## src/rtl/ofsld_pkg.sv

```systemverilog
package ofsld_pkg;

    typedef enum logic [1:0] {
        MODE_DEF = 2'd0,
        MODE_PAR = 2'd1,
        MODE_SER = 2'd2
    } mode_e;

    typedef enum logic {
        STEP_AE = 1'b0,
        STEP_AF = 1'b1
    } step_e;

    localparam logic [2:0] SEL_SER = 3'd0;
    localparam logic [2:0] SEL_PAR = 3'd1;

endpackage

```

## src/rtl/ofsld_sel_decode.sv

```systemverilog
module ofsld_sel_decode
    import ofsld_pkg::*;
#(
    parameter int OFS_W = 14
) (
    input  logic [2:0]       sel,
    output mode_e            mode,
    output logic [OFS_W-1:0] dflt
);
    localparam logic [OFS_W-1:0] ONE = {{(OFS_W-1){1'b0}}, 1'b1};

    logic [3:0] pow;

    always_comb begin
        case (sel)
            3'd2:    pow = 4'd3;
            3'd3:    pow = 4'd4;
            3'd4:    pow = 4'd6;
            3'd5:    pow = 4'd8;
            3'd6:    pow = 4'd10;
            default: pow = 4'd6;
        endcase
        if (sel == SEL_SER) begin
            mode = MODE_SER;
        end else if (sel == SEL_PAR) begin
            mode = MODE_PAR;
        end else begin
            mode = MODE_DEF;
        end
        dflt = ONE << pow;
    end

endmodule

```

## src/rtl/ofsld_par_extract.sv

```systemverilog
module ofsld_par_extract #(
    parameter int OFS_W   = 14,
    parameter int PAR_BIT = 8
) (
    input  logic [OFS_W:0]   bus,
    input  logic             par_fmt,
    output logic [OFS_W-1:0] value
);
    logic [OFS_W-1:0] plain;
    logic [OFS_W-1:0] skipped;

    assign plain = bus[OFS_W-1:0];

    for (genvar i = 0; i < OFS_W; i++) begin : g_bit
        if (i < PAR_BIT) begin : g_low
            assign skipped[i] = bus[i];
        end else begin : g_high
            assign skipped[i] = bus[i+1];
        end
    end

    assign value = par_fmt ? skipped : plain;

endmodule

```

## src/rtl/ofsld_serial_shift.sv

```systemverilog
module ofsld_serial_shift #(
    parameter int OFS_W = 14
) (
    input  logic             clk,
    input  logic             clr,
    input  logic             en,
    input  logic             din,
    output logic [OFS_W-1:0] word,
    output logic             word_vld
);
    localparam int CNT_W = $clog2(OFS_W);
    localparam logic [CNT_W-1:0] LAST = CNT_W'(OFS_W - 1);

    typedef struct packed {
        logic [OFS_W-2:0] sr;
        logic [CNT_W-1:0] cnt;
    } shf_t;

    shf_t shf_d, shf_q;

    always_comb begin
        shf_d    = shf_q;
        word_vld = 1'b0;
        word     = {shf_q.sr, din};
        if (clr) begin
            shf_d = '0;
        end else if (en) begin
            if (shf_q.cnt == LAST) begin
                word_vld  = 1'b1;
                shf_d.cnt = '0;
                shf_d.sr  = '0;
            end else begin
                shf_d.cnt = shf_q.cnt + 1'b1;
                shf_d.sr  = {shf_q.sr[OFS_W-3:0], din};
            end
        end
    end

    always_ff @(posedge clk) begin
        shf_q <= shf_d;
    end

endmodule

```

## src/rtl/ofs_loader.sv

```systemverilog
module ofs_loader
    import ofsld_pkg::*;
#(
    parameter int OFS_W   = 14,
    parameter int PAR_BIT = 8
) (
    input  logic             clk,
    input  logic             rst_mr,
    input  logic             rst_pr,
    input  logic [2:0]       cfg_sel,
    input  logic             cfg_par,
    input  logic             ld_wr,
    input  logic [OFS_W:0]   ld_data,
    input  logic             ser_en,
    input  logic             ser_din,
    output logic [OFS_W-1:0] ae_ofs,
    output logic [OFS_W-1:0] af_ofs,
    output logic             prog_done
);

    typedef struct packed {
        mode_e            mode;
        logic             par;
        logic [OFS_W-1:0] ae;
        logic [OFS_W-1:0] af;
        step_e            step;
        logic             done;
    } cfg_t;

    cfg_t cfg_d, cfg_q;

    mode_e            dec_mode;
    logic [OFS_W-1:0] dec_dflt;
    logic [OFS_W-1:0] par_val;
    logic [OFS_W-1:0] ser_word;
    logic             ser_vld;
    logic             ser_go;
    logic             ld_vld;
    logic [OFS_W-1:0] ld_val;

    ofsld_sel_decode #(.OFS_W(OFS_W)) u_dec (
        .sel  (cfg_sel),
        .mode (dec_mode),
        .dflt (dec_dflt)
    );

    ofsld_par_extract #(.OFS_W(OFS_W), .PAR_BIT(PAR_BIT)) u_par (
        .bus     (ld_data),
        .par_fmt (cfg_q.par),
        .value   (par_val)
    );

    assign ser_go = ser_en && !rst_pr && !cfg_q.done && (cfg_q.mode == MODE_SER);

    ofsld_serial_shift #(.OFS_W(OFS_W)) u_ser (
        .clk      (clk),
        .clr      (rst_mr),
        .en       (ser_go),
        .din      (ser_din),
        .word     (ser_word),
        .word_vld (ser_vld)
    );

    always_comb begin
        cfg_d  = cfg_q;
        ld_vld = 1'b0;
        ld_val = par_val;
        if (rst_mr) begin
            cfg_d.mode = dec_mode;
            cfg_d.par  = cfg_par;
            cfg_d.ae   = dec_dflt;
            cfg_d.af   = dec_dflt;
            cfg_d.step = STEP_AE;
            cfg_d.done = (dec_mode == MODE_DEF);
        end else if (!cfg_q.done && !rst_pr) begin
            if (cfg_q.mode == MODE_PAR) begin
                ld_vld = ld_wr;
                ld_val = par_val;
            end else if (cfg_q.mode == MODE_SER) begin
                ld_vld = ser_vld;
                ld_val = ser_word;
            end
            if (ld_vld) begin
                if (cfg_q.step == STEP_AE) begin
                    cfg_d.ae   = ld_val;
                    cfg_d.step = STEP_AF;
                end else begin
                    cfg_d.af   = ld_val;
                    cfg_d.done = 1'b1;
                end
            end
        end
    end

    always_ff @(posedge clk) begin
        cfg_q <= cfg_d;
    end

    assign ae_ofs    = cfg_q.ae;
    assign af_ofs    = cfg_q.af;
    assign prog_done = cfg_q.done;

endmodule

```

## config.mk

```make
export PLATFORM = sky130hd
export DESIGN_NAME = ofs_loader
export DESIGN_NICKNAME = d
export VERILOG_FILES = /design/src/rtl/ofsld_pkg.sv /design/src/rtl/ofsld_sel_decode.sv /design/src/rtl/ofsld_par_extract.sv /design/src/rtl/ofsld_serial_shift.sv /design/src/rtl/ofs_loader.sv
export SDC_FILE = /design/constraint.sdc
export NUM_CORES = 1
export LEC_CHECK = 0
export BUFFER_PORTS_ARGS = -buffer_cell sky130_fd_sc_hd__buf_2
export CORE_ASPECT_RATIO = 1.4
export CORE_MARGIN = 2
export CORE_UTILIZATION = 48
export CTS_CLUSTER_DIAMETER = 60
export DETAILED_ROUTE_END_ITERATION = 16
export GPL_TIMING_DRIVEN = 0
export MAX_ROUTING_LAYER = met4
export PLACE_DENSITY = 0.75
export SLEW_MARGIN = 30
export SYNTH_ARGS = -nofsm -noshare
export SYNTH_HDL_FRONTEND = slang
export SYNTH_SLANG_ARGS = --single-unit
```

## constraint.sdc

```tcl
create_clock -name clk -period 2.6 [get_ports clk]
set_clock_uncertainty 0.2 [all_clocks]
set_input_delay 0.52 -clock clk [delete_from_list [all_inputs] [get_ports clk]]
set_output_delay 0.52 -clock clk [all_outputs]
set_load 0.01 [all_outputs]
```

==> results.md <==
- Status: completed
- Netlist cell types: 32
- Yosys warning count: 0
- Number of global-route vias before repair: approximately 1.5k
- Internal: ~1.2 mW
- Drt drc: 0
- Combinational power share: ~12%
- Pwr dens: 562.3 nW/um2
- Setup TNS: 0 ps
- Largest area contributor in the netlist: edfxtp_1
- Worst path arrival time: approximately 2200 ps
- Leak: between 1 and 1.5 nW
- Maximum number of pins on one net before global-route repair: 16
- Synth Register Bits: 50
- Die H: just under 90 um
- Switching Fraction: ~22%
- R2R cell count: 7
- Seq pwr share: between 50% and 60%
- Remaining antenna violation count: 0
- Die Area: around 5500 um2
- Unrepaired setup endpoints after global routing: no
- Syn nets: about 230
- Worst-path clk slew: around 90 ps
- Via/cell ratio: just under 5
- Hold Fails Final Rpt: 0
- Top-area cell type share of the netlist area: around two fifths
- Total GRT Usage: 17.12%
- RePlAce Congestion: 0.7374
- Root Buffer: clkbuf_8
- Worst-Margin Slew: 657.6 ps
- Main area contributors after synthesis: edfxtp_1 41%, dfxtp_1 15%, buf_4 9.3%
- Max-slew violations: 0
- Period utilization: 92.83%
- Synthesized area per cell: 11.27 um2
- Total Routed Length: between 4000 and 5000 um
- Critical Path RT: 2420 ps
- Avg WL per Cell: approximately 13 um
- WHS Path Cells: 1
- Via count: between 1.5k and 2k
- Period minus WS final: 2414 ps
- Initial antenna violation count: 0
- Worst rel slew slack: approximately 56%
- Hold buffer count at CTS: 0
- Antenna diode count: 0
- Critical Path Sink Type: register
- Num CTS Buffers: 5
- CP startpoint kind: register
- Nets: 295
- H-tree Lvls: 2
- DR pass1 iterations: 5
- Synth Cell Area: between 2000 and 2500 um2
- Clock Path Buffers: 2
- Number of I/O port buffers: 53
- Post-Synthesis Cells: approximately 210
- Hold Crit Class: input pin to register
- Share of cells above drive strength 1: roughly two fifths
- Register area share after synthesis: 56.35%
- First-pass GRT wire length: between 6000 and 7000 um
- Width of the die: roughly 63 um
- Detailed placement HPWL: approximately 3200 um
- Max VDD drop: 0.2862 mV
- Final Total Pwr: 1.610 mW
- Final setup fails: 0
- Total of max-cap violations: 0
- Most common cell after layout, fill and taps aside: buf_2
- CP Class: register to register
- CTS tree: yes
- Fillers: between 400 and 500
- NetSw: 0.3615 mW
- Overflow after GRT: 0
- Clk sink count: 50
- Crit-path max FO: 15
- Clk pwr share: between 30 and 40%
- Core area: roughly 4800 um2
- Synth-to-Final Area Change: 22.09%
- IO Pins: between 50 and 60
- Clock Latency Late Sink: ~310 ps
- Initial DRC count: 34
- Most frequent cells in the layout: 54 x buf_2, 32 x edfxtp_1, 30 x nand2_1
- F_max: a little over 0.4 GHz
- Initial cell density of the core: between 40% and 50%
- Rows: 30
==> stage by stage <==
step	hold slack [ps]	cells	util [%]	setup WS [ps]	area, um2
floorplan	235.9	208	-	110.6	2352
global placement	246.1	325	56.59	-341.2	2698
detailed placement	256.7	325	56.59	-352.9	2698
CTS	195.9	333	59.21	31.22	2823
global route	181.3	335	60.05	63.94	2863
finish	193.8	335	60.05	186.3	2863
==> routing by layer <==
| layer | up-vias | wire [um] | track usage, % | part of all wire (%) |
|---|---|---|---|---|
| met5 | - | 0 | - | 0 |
| met4 | 0 | 96 | 7.677 | 2.2 |
| li1 | 826 | - | - | - |
| met1 | 769 | 1809 | 18.03 | 41 |
| met2 | 41 | 2290 | 30.66 | 52 |
| met3 | 9 | 194 | 3.636 | 4.4 |
==> cells by family after synthesis <==
group | after synthesis | synth area share, %
muxes | 16 | 6.830
xor gates and xnor gates | 2 | 0.7472
DFF | 50 | 56.35
and+or+nand+nor | 67 | 15.48
AOI/OAI and AO/OA | 32 | 8.698
buffers and inverters | 41 | 11.90
==> final cells by class <==
type	count	area [um2]	area share, %
Buffer	39	271.5	9.484
Clock buffer	6	72.57	2.535
Clock inverter	2	37.54	1.311
Inverter	2	7.507	0.2622
Multi-Input combinational cell	117	767.0	26.79
Sequential cell	50	1321	46.15
Tap cell	64	80.08	2.797
Timing Repair Buffer	55	305.3	10.66
==> registers in the layout, indices dropped and copies added, names as in the netlist <==
register and count:
cfg_q 4, prog_done 1, u_ser.shf_q 4, ae_ofs 14
u_ser.word 13, af_ofs 14
==> worst max-delay path: stages, from the launching register on <==
cell	delay [ps]
edfxtp_1	450
nor4b_4	420
and2_1	190
buf_6	130
a31oi_4	170
buf_6	220
o21bai_4	170
buf_12	170
==> power groups by stage <==
stage / registers, mW / logic [mW] / clock network (mW)
2_1_floorplan: 0.897 / 0.114 / 0
3_3_place_gp: 0.898 / 0.174 / 0
3_5_place_dp: 0.899 / 0.177 / 0
4_1_cts: 0.881 / 0.180 / 0.545
5_1_grt: 0.884 / 0.201 / 0.586
6_report: 0.880 / 0.187 / 0.543
==> cell usage after synthesis, drive strengths merged <==
cell type  count
nor2b          3
xor2           1
edfxtp        32
clkbuf         6
o21bai         2
o32ai          2
nand4b         2
nand3          2
xnor2          1
and2           2
nor4b          2
o21ai          1
nor3          11
a31oi          1
nand3b         1
nand4          1
a21oi         22
a31o           1
mux2i         16
and3           2
buf           33
o31ai          3
inv            2
nor2          11
nand2         30
dfxtp         18
==> what timing repair did <==
item                       CTS  global route
resized for setup            2             0
pin swaps                    0             2
setup buffers                0             2
setup endpoints to repair   29            29
==> worst paths after layout <==
| path | to | slack (ps) | startpoint |
|---|---|---|---|
| worst max-delay path | af_ofs[7] | 190 | cfg_q[31] |
| worst min register to register | u_ser.word[11] | 270 | u_ser.word[10] |
| worst max register to register | af_ofs[7] | 190 | cfg_q[31] |
| worst min-delay path | cfg_q[30] | 190 | cfg_par |
Power figures use the tool's default switching activity.
